$ cat config.mk
export PLATFORM = sky130hd
export DESIGN_NAME = irq_vector_dispatch
export DESIGN_NICKNAME = d
export VERILOG_FILES = /design/src/rtl/irq_dispatch_pkg.sv /design/src/rtl/irq_pend_eval.sv /design/src/rtl/irq_vec_select.sv /design/src/rtl/irq_off_calc.sv /design/src/rtl/irq_vector_dispatch.sv
export SDC_FILE = /design/constraint.sdc
export NUM_CORES = 1
export LEC_CHECK = 0
export CAP_MARGIN = 10
export CORE_UTILIZATION = 35
export DETAILED_ROUTE_END_ITERATION = 10
export SLEW_MARGIN = 20
export SYNTH_ARGS = -nofsm -noshare
export SYNTH_HDL_FRONTEND = slang
export SYNTH_SLANG_ARGS = --single-unit
$ cat constraint.sdc
create_clock -name clk -period 10.3 [get_ports clk]
set_clock_uncertainty 0.1 [all_clocks]
set_input_delay 1.545 -clock clk [delete_from_list [all_inputs] [get_ports clk]]
set_output_delay 1.545 -clock clk [all_outputs]
set_load 0.01 [all_outputs]
$ cat src/rtl/irq_dispatch_pkg.sv
package irq_dispatch_pkg;

    typedef enum logic [1:0] {
        MODE_COMPAT = 2'd0,
        MODE_INTVEC = 2'd1,
        MODE_EXTVEC = 2'd2
    } irq_mode_e;

    // External vectoring wins when both enables are set.
    function automatic irq_mode_e decode_mode(input logic int_en, input logic ext_en);
        if (ext_en)      return MODE_EXTVEC;
        else if (int_en) return MODE_INTVEC;
        else             return MODE_COMPAT;
    endfunction

endpackage

$ cat src/rtl/irq_pend_eval.sv
module irq_pend_eval
    import irq_dispatch_pkg::*;
#(
    parameter int LINES = 8
) (
    input  irq_mode_e          mode,
    input  logic [LINES-1:0]   pend,
    input  logic [LINES-1:0]   mask,
    output logic               pending
);
    logic [LINES-1:0] line_hit;

    // One enable gate per line for the mask interpretation.
    for (genvar g = 0; g < LINES; g++) begin : g_line
        assign line_hit[g] = pend[g] & mask[g];
    end

    always_comb begin
        if (mode == MODE_EXTVEC) pending = (pend > mask);
        else                     pending = |line_hit;
    end
endmodule

$ cat src/rtl/irq_vec_select.sv
module irq_vec_select
    import irq_dispatch_pkg::*;
#(
    parameter int LINES = 8
) (
    input  irq_mode_e          mode,
    input  logic [LINES-1:0]   pend,
    output logic [LINES-1:0]   vec_num
);
    logic [LINES-1:0] low_idx;

    // Scan from the top down so the lowest set line is written last.
    always_comb begin
        low_idx = '0;
        for (int i = LINES - 1; i >= 0; i--) begin
            if (pend[i]) low_idx = LINES'(i);
        end
    end

    always_comb begin
        if (mode == MODE_EXTVEC) vec_num = pend;
        else                     vec_num = low_idx;
    end
endmodule

$ cat src/rtl/irq_off_calc.sv
module irq_off_calc
    import irq_dispatch_pkg::*;
#(
    parameter int          LINES       = 8,
    parameter int          SPACE_W     = 6,
    parameter int          SPACE_SHIFT = 5,
    parameter int          OFF_W       = 16,
    parameter logic [15:0] VEC_BASE    = 16'h0200,
    parameter logic [15:0] GEN_BASE    = 16'h0180
) (
    input  irq_mode_e            mode,
    input  logic [LINES-1:0]     vec_num,
    input  logic [SPACE_W-1:0]   space,
    input  logic                 spec_vec,
    output logic [OFF_W-1:0]     offset
);
    localparam logic [OFF_W-1:0] VEC_OFF = OFF_W'(VEC_BASE);
    localparam logic [OFF_W-1:0] GEN_OFF = OFF_W'(GEN_BASE);

    logic [OFF_W-1:0] stride;
    logic [OFF_W-1:0] scaled;

    always_comb begin
        stride = OFF_W'(space) << SPACE_SHIFT;
        scaled = OFF_W'(vec_num) * stride;
        if (mode == MODE_COMPAT) offset = spec_vec ? VEC_OFF : GEN_OFF;
        else                     offset = VEC_OFF + scaled;
    end
endmodule

$ cat src/rtl/irq_vector_dispatch.sv
module irq_vector_dispatch
    import irq_dispatch_pkg::*;
#(
    parameter int LINES       = 8,
    parameter int SPACE_W     = 6,
    parameter int SPACE_SHIFT = 5,
    parameter int OFF_W       = 16
) (
    input  logic                clk,
    input  logic                rst_n,
    input  logic [LINES-1:0]    pend_lines,
    input  logic [LINES-1:0]    mask_lvl,
    input  logic                glob_en,
    input  logic                exc_lvl,
    input  logic                err_lvl,
    input  logic                vec_int_en,
    input  logic                vec_ext_en,
    input  logic                spec_vec,
    input  logic [SPACE_W-1:0]  space_fld,
    output logic                take_irq,
    output logic [OFF_W-1:0]    vec_off
);
    localparam logic [OFF_W-1:0] RST_OFF = OFF_W'(16'h0180);
    localparam logic [OFF_W-1:0] SPC_OFF = OFF_W'(16'h0200);
    localparam logic [OFF_W-1:0] GEN_OFF = OFF_W'(16'h0180);

    typedef struct packed {
        logic             take;
        logic [OFF_W-1:0] off;
    } disp_state_t;

    disp_state_t st_d, st_q;
    irq_mode_e   mode;
    logic        pending;
    logic [LINES-1:0] vec_num;
    logic [OFF_W-1:0] off_calc;

    assign mode = decode_mode(vec_int_en, vec_ext_en);

    irq_pend_eval #(.LINES(LINES)) u_pend (
        .mode    (mode),
        .pend    (pend_lines),
        .mask    (mask_lvl),
        .pending (pending)
    );

    irq_vec_select #(.LINES(LINES)) u_vsel (
        .mode    (mode),
        .pend    (pend_lines),
        .vec_num (vec_num)
    );

    irq_off_calc #(
        .LINES       (LINES),
        .SPACE_W     (SPACE_W),
        .SPACE_SHIFT (SPACE_SHIFT),
        .OFF_W       (OFF_W)
    ) u_off (
        .mode     (mode),
        .vec_num  (vec_num),
        .space    (space_fld),
        .spec_vec (spec_vec),
        .offset   (off_calc)
    );

    always_comb begin
        st_d      = st_q;
        st_d.take = pending && glob_en && !exc_lvl && !err_lvl;
        if (st_d.take) st_d.off = off_calc;
    end

    always_ff @(posedge clk) begin
        if (!rst_n) begin
            st_q.take <= 1'b0;
            st_q.off  <= RST_OFF;
        end else begin
            st_q <= st_d;
        end
    end

    assign take_irq = st_q.take;
    assign vec_off  = st_q.off;

    // a take is only raised when the status gating allowed it
    a_r4_status_gate: assert property (@(posedge clk) disable iff (!rst_n)
        take_irq |-> $past(glob_en && !exc_lvl && !err_lvl));

    // external mode needs a vector strictly above the level
    a_r3_ext_level: assert property (@(posedge clk) disable iff (!rst_n)
        (take_irq && $past(vec_ext_en)) |-> $past(pend_lines > mask_lvl));

    // per-line mask modes need an enabled pending line
    a_r2_line_mask: assert property (@(posedge clk) disable iff (!rst_n)
        (take_irq && !$past(vec_ext_en)) |-> $past((pend_lines & mask_lvl) != '0));

    // compatibility mode lands on one of the two fixed entries
    a_r7_compat_off: assert property (@(posedge clk) disable iff (!rst_n)
        (take_irq && $past(!vec_int_en && !vec_ext_en)) |->
        (vec_off == ($past(spec_vec) ? SPC_OFF : GEN_OFF)));

    // the offset holds while no interrupt is taken
    a_r9_hold_off: assert property (@(posedge clk) disable iff (!rst_n)
        !take_irq |-> (vec_off == $past(vec_off)));

    // internal vector is the lowest pending line
    a_r5_lowest_line: assert property (@(posedge clk) disable iff (!rst_n)
        (mode == MODE_INTVEC && pend_lines != '0) |->
        (pend_lines[vec_num[$clog2(LINES)-1:0]] &&
         ((pend_lines & ((LINES'(1) << vec_num[$clog2(LINES)-1:0]) - LINES'(1))) == '0)));
endmodule

==> flow_summary.ini <==
[setup_path]
cp_max_fo = 35
start_kind = input pin
path_class = in2reg
r2r_cells = 2
required_ps = 10370
cpMostUsedCell = fa_1
slowest_stage = clkdlybuf4s50_1
r2r_slack_ps = 9610
critPathArrivalTime_ps = 7320
cpPeakStageDelay_ps = 950
endpoint_kind = flop
crit_end = vec_off[15]
path_depth = 17
r2r-start = vec_off[15]
crit_family = adder cells
r2r_end = vec_off[15]
crit_buf_inv = 2
cp-startpoint = vec_ext_en
path_cells = clkdlybuf4s50_1 > nor4_1 > o41ai_1 > o21ai_0 > nand2_1 > fa_1 > fa_1 > fa_1 > inv_1 > ha_1 > a211oi_1 > nor2_1 > a211oi_1 > and4bb_1 > xnor3_1 > or3_1 > a21oi_2

[routing]
drtPass1Iterations = 4
wl_per_cell_um = 12.5
drt_iter0_markers = 31
drt-total-wl_um = 4840
vias = 1956
postRouteAntennaNets = 0
viasPerCell = 5.05
drc = 0

[synthesis]
netlist_area_um2 = 2280
yosysWarnings = 0
synth_top_cell_area_share = 0.202
avgSynthCellArea_um2 = 8.34
synth_seq_area_share = 0.105
synth-seq-cells = 12
synth_cell_type_count = 49
synth_edf_count = 0
synthArstFlopShare = 0
synth.area.top_cells = fa_1 20%, ha_1 17%, dfxtp_1 11%
ys.flop_type = dfxtp_1
yosysTopAreaCell = fa_1
netlist_instances = 273

[final_layout]
drive_gt1_frac = 0.0452
fin_area_um2 = 2790
area_delta_synth_final_pct = 22.6
n_antenna_cell = 0
final_nets = 395

[job]
cap_viol_max_count = 0

[clock_network]
cts_tree = yes
clock-sinks = 12
clk_latency_ps = 240
cts_hold_buf = 0
cts_inserted_buffers = 3
clockBufferDepth = 2
cts-root-buf = clkbuf_8
post_cts_resized = 0
htree_levels = 1
cts_setup_buffers = 0
clk_pin_slew_worst_paths_ps = 50

[timing]
fin_tns_setup_ps = 0
period_minus_slack_ps = 7250
slew_headroom = 0.318
hold_viol = 0
hold_ws_ps = 347
slew_viol_final = 0
tightest_slew_ps = 1020
postLayoutSetupSlackWorst_ps = 3050
setup_viol = 0
min_period_over_period = 0.704
timing.fmax_mhz = 138
grt_setup_unrepaired = no

[global_routing]
antenna_found_initial = 0
grt_pass1_wl_um = 8450
grt_max_degree = 36
overflow = 0
grt_pass1_vias = 1902
grtUsageTotal = 0.157

[floorplan]
die_h_um = 82.7
die_width_um = 82.7
core_um2 = 6310
placementRows = 29
ios = 47
initial_utilization = 0.361
die_area_um2 = 6830

[power]
p_total_uw = 270
p_leak_nw = 1.30
irDropWorstVdd_uv = 93.0
power_density_nw_per_um2 = 96.7

[placement]
dpl.hpwl_um = 4020
place_area_um2 = 2740
io_buffers = 41
gp_congestion = 0.753
post-place-ws_ps = 2820

[worst_hold_path]
hp-start = vec_off[13]
min_path_type = reg2reg

[outcome]
status = complete, no violations
==> synth_stat cells, drive strengths merged, types with 2 or more instances <==
cell and number:
a211oi 6, a21o 4, a21oi 12, and2 8, and3 14, buf 7, clkbuf 6, dfxtp 12
fa 23, ha 31, inv 33, nand2 24, nand3 11, nand3b 2, nor2 16, nor2b 8
nor3 4, nor3b 2, nor4 3, o2111ai 2, o211ai 2, o21a 3, o21ai 7, o21bai 2
or3 7, xnor2 6, xnor3 2, xor2 2
==> tightest hold or removal path: stages (launching register included) <==
cell	delay, ps
dfxtp_1	300
nand2_1	50
a21oi_1	50
==> state kept, by name, summed over array words and instances (netlist names) <==
signal and cells:
vec_off 11, take_irq 1
==> cells by family (layout without fill, tap and decap cells) <==
| kind of cell | Yosys count | after routing | share of synthesized area |
|---|---|---|---|
| flip-flops | 12 | 12 | 0.105 |
| XOR/XNOR | 10 | 10 | 0.0505 |
| other | 1 | 5 | 0.00165 |
| AND/OR/NAND/NOR | 103 | 103 | 0.238 |
| adder cells (fa/ha/maj) | 54 | 54 | 0.373 |
| multiplexers | 2 | 2 | 0.00934 |
| AO/OA/AOI/OAI | 44 | 44 | 0.136 |
| buffers and inverters | 47 | 80 | 0.0868 |
==> routing by layer <==
layer,part of all wire,global-route usage
met2,0.47,0.263
met4,0.0056,0.0138
met1,0.50,0.221
met5,0,0
met3,0.025,0.0231
==> report_power, final <==
| part | internal, mW | total (mW) | switching (mW) |
|---|---|---|---|
| registers | 0.0488 | 0.0499 | 0.00111 |
| clock network | 0.0337 | 0.0507 | 0.0169 |
| logic | 0.0796 | 0.169 | 0.0898 |
| total | 0.162 | 0.270 | 0.108 |
==> worst min path at each step <==
stage / to / slack [ps] / depth (start not counted)
floorplan: vec_off[12] / 380 / 2
global placement: vec_off[13] / 340 / 2
detailed placement: vec_off[6] / 350 / 2
CTS: vec_off[13] / 350 / 2
global route: vec_off[6] / 380 / 2
finish: vec_off[13] / 350 / 2
==> area by class of cell <==
class | count | area, um2
clock buffers | 4 | 55.1
fillers | 661 | 3520
inverters | 34 | 128
multi-input cells | 218 | 1850
flip-flops and latches | 12 | 240
well taps | 77 | 96.3
repair buffers | 42 | 418
==> layout by cell type (no fill, tap or decap), types with 2 or more instances in the layout <==
master           instances
a211oi_1                 5
a21o_1                   3
a21oi_1                 11
and2_1                   8
and3_1                  14
clkbuf_8                 4
clkdlybuf4s50_1         41
conb_1                   5
dfxtp_1                 12
fa_1                    23
ha_1                    31
inv_1                   33
nand2_1                 24
nand3_1                 11
nand3b_1                 2
nor2_1                  14
nor2_2                   2
nor2b_1                  8
nor3_1                   4
nor3b_1                  2
nor4_1                   3
o2111ai_1                2
o211ai_1                 2
o21a_1                   2
o21ai_0                  5
o21ai_1                  2
o21bai_1                 2
or3_1                    7
xnor2_1                  6
xnor3_1                  2
xor2_1                   2
==> per-stage QoR <==
stage | instances | util
after global routing | 387 | 0.442
after detailed placement | 383 | 0.433
after CTS | 387 | 0.442
after floorplan | 277 | -
after global placement | 383 | 0.433
final | 387 | 0.442
No activity file was read; power rests on OpenSTA's default activity.
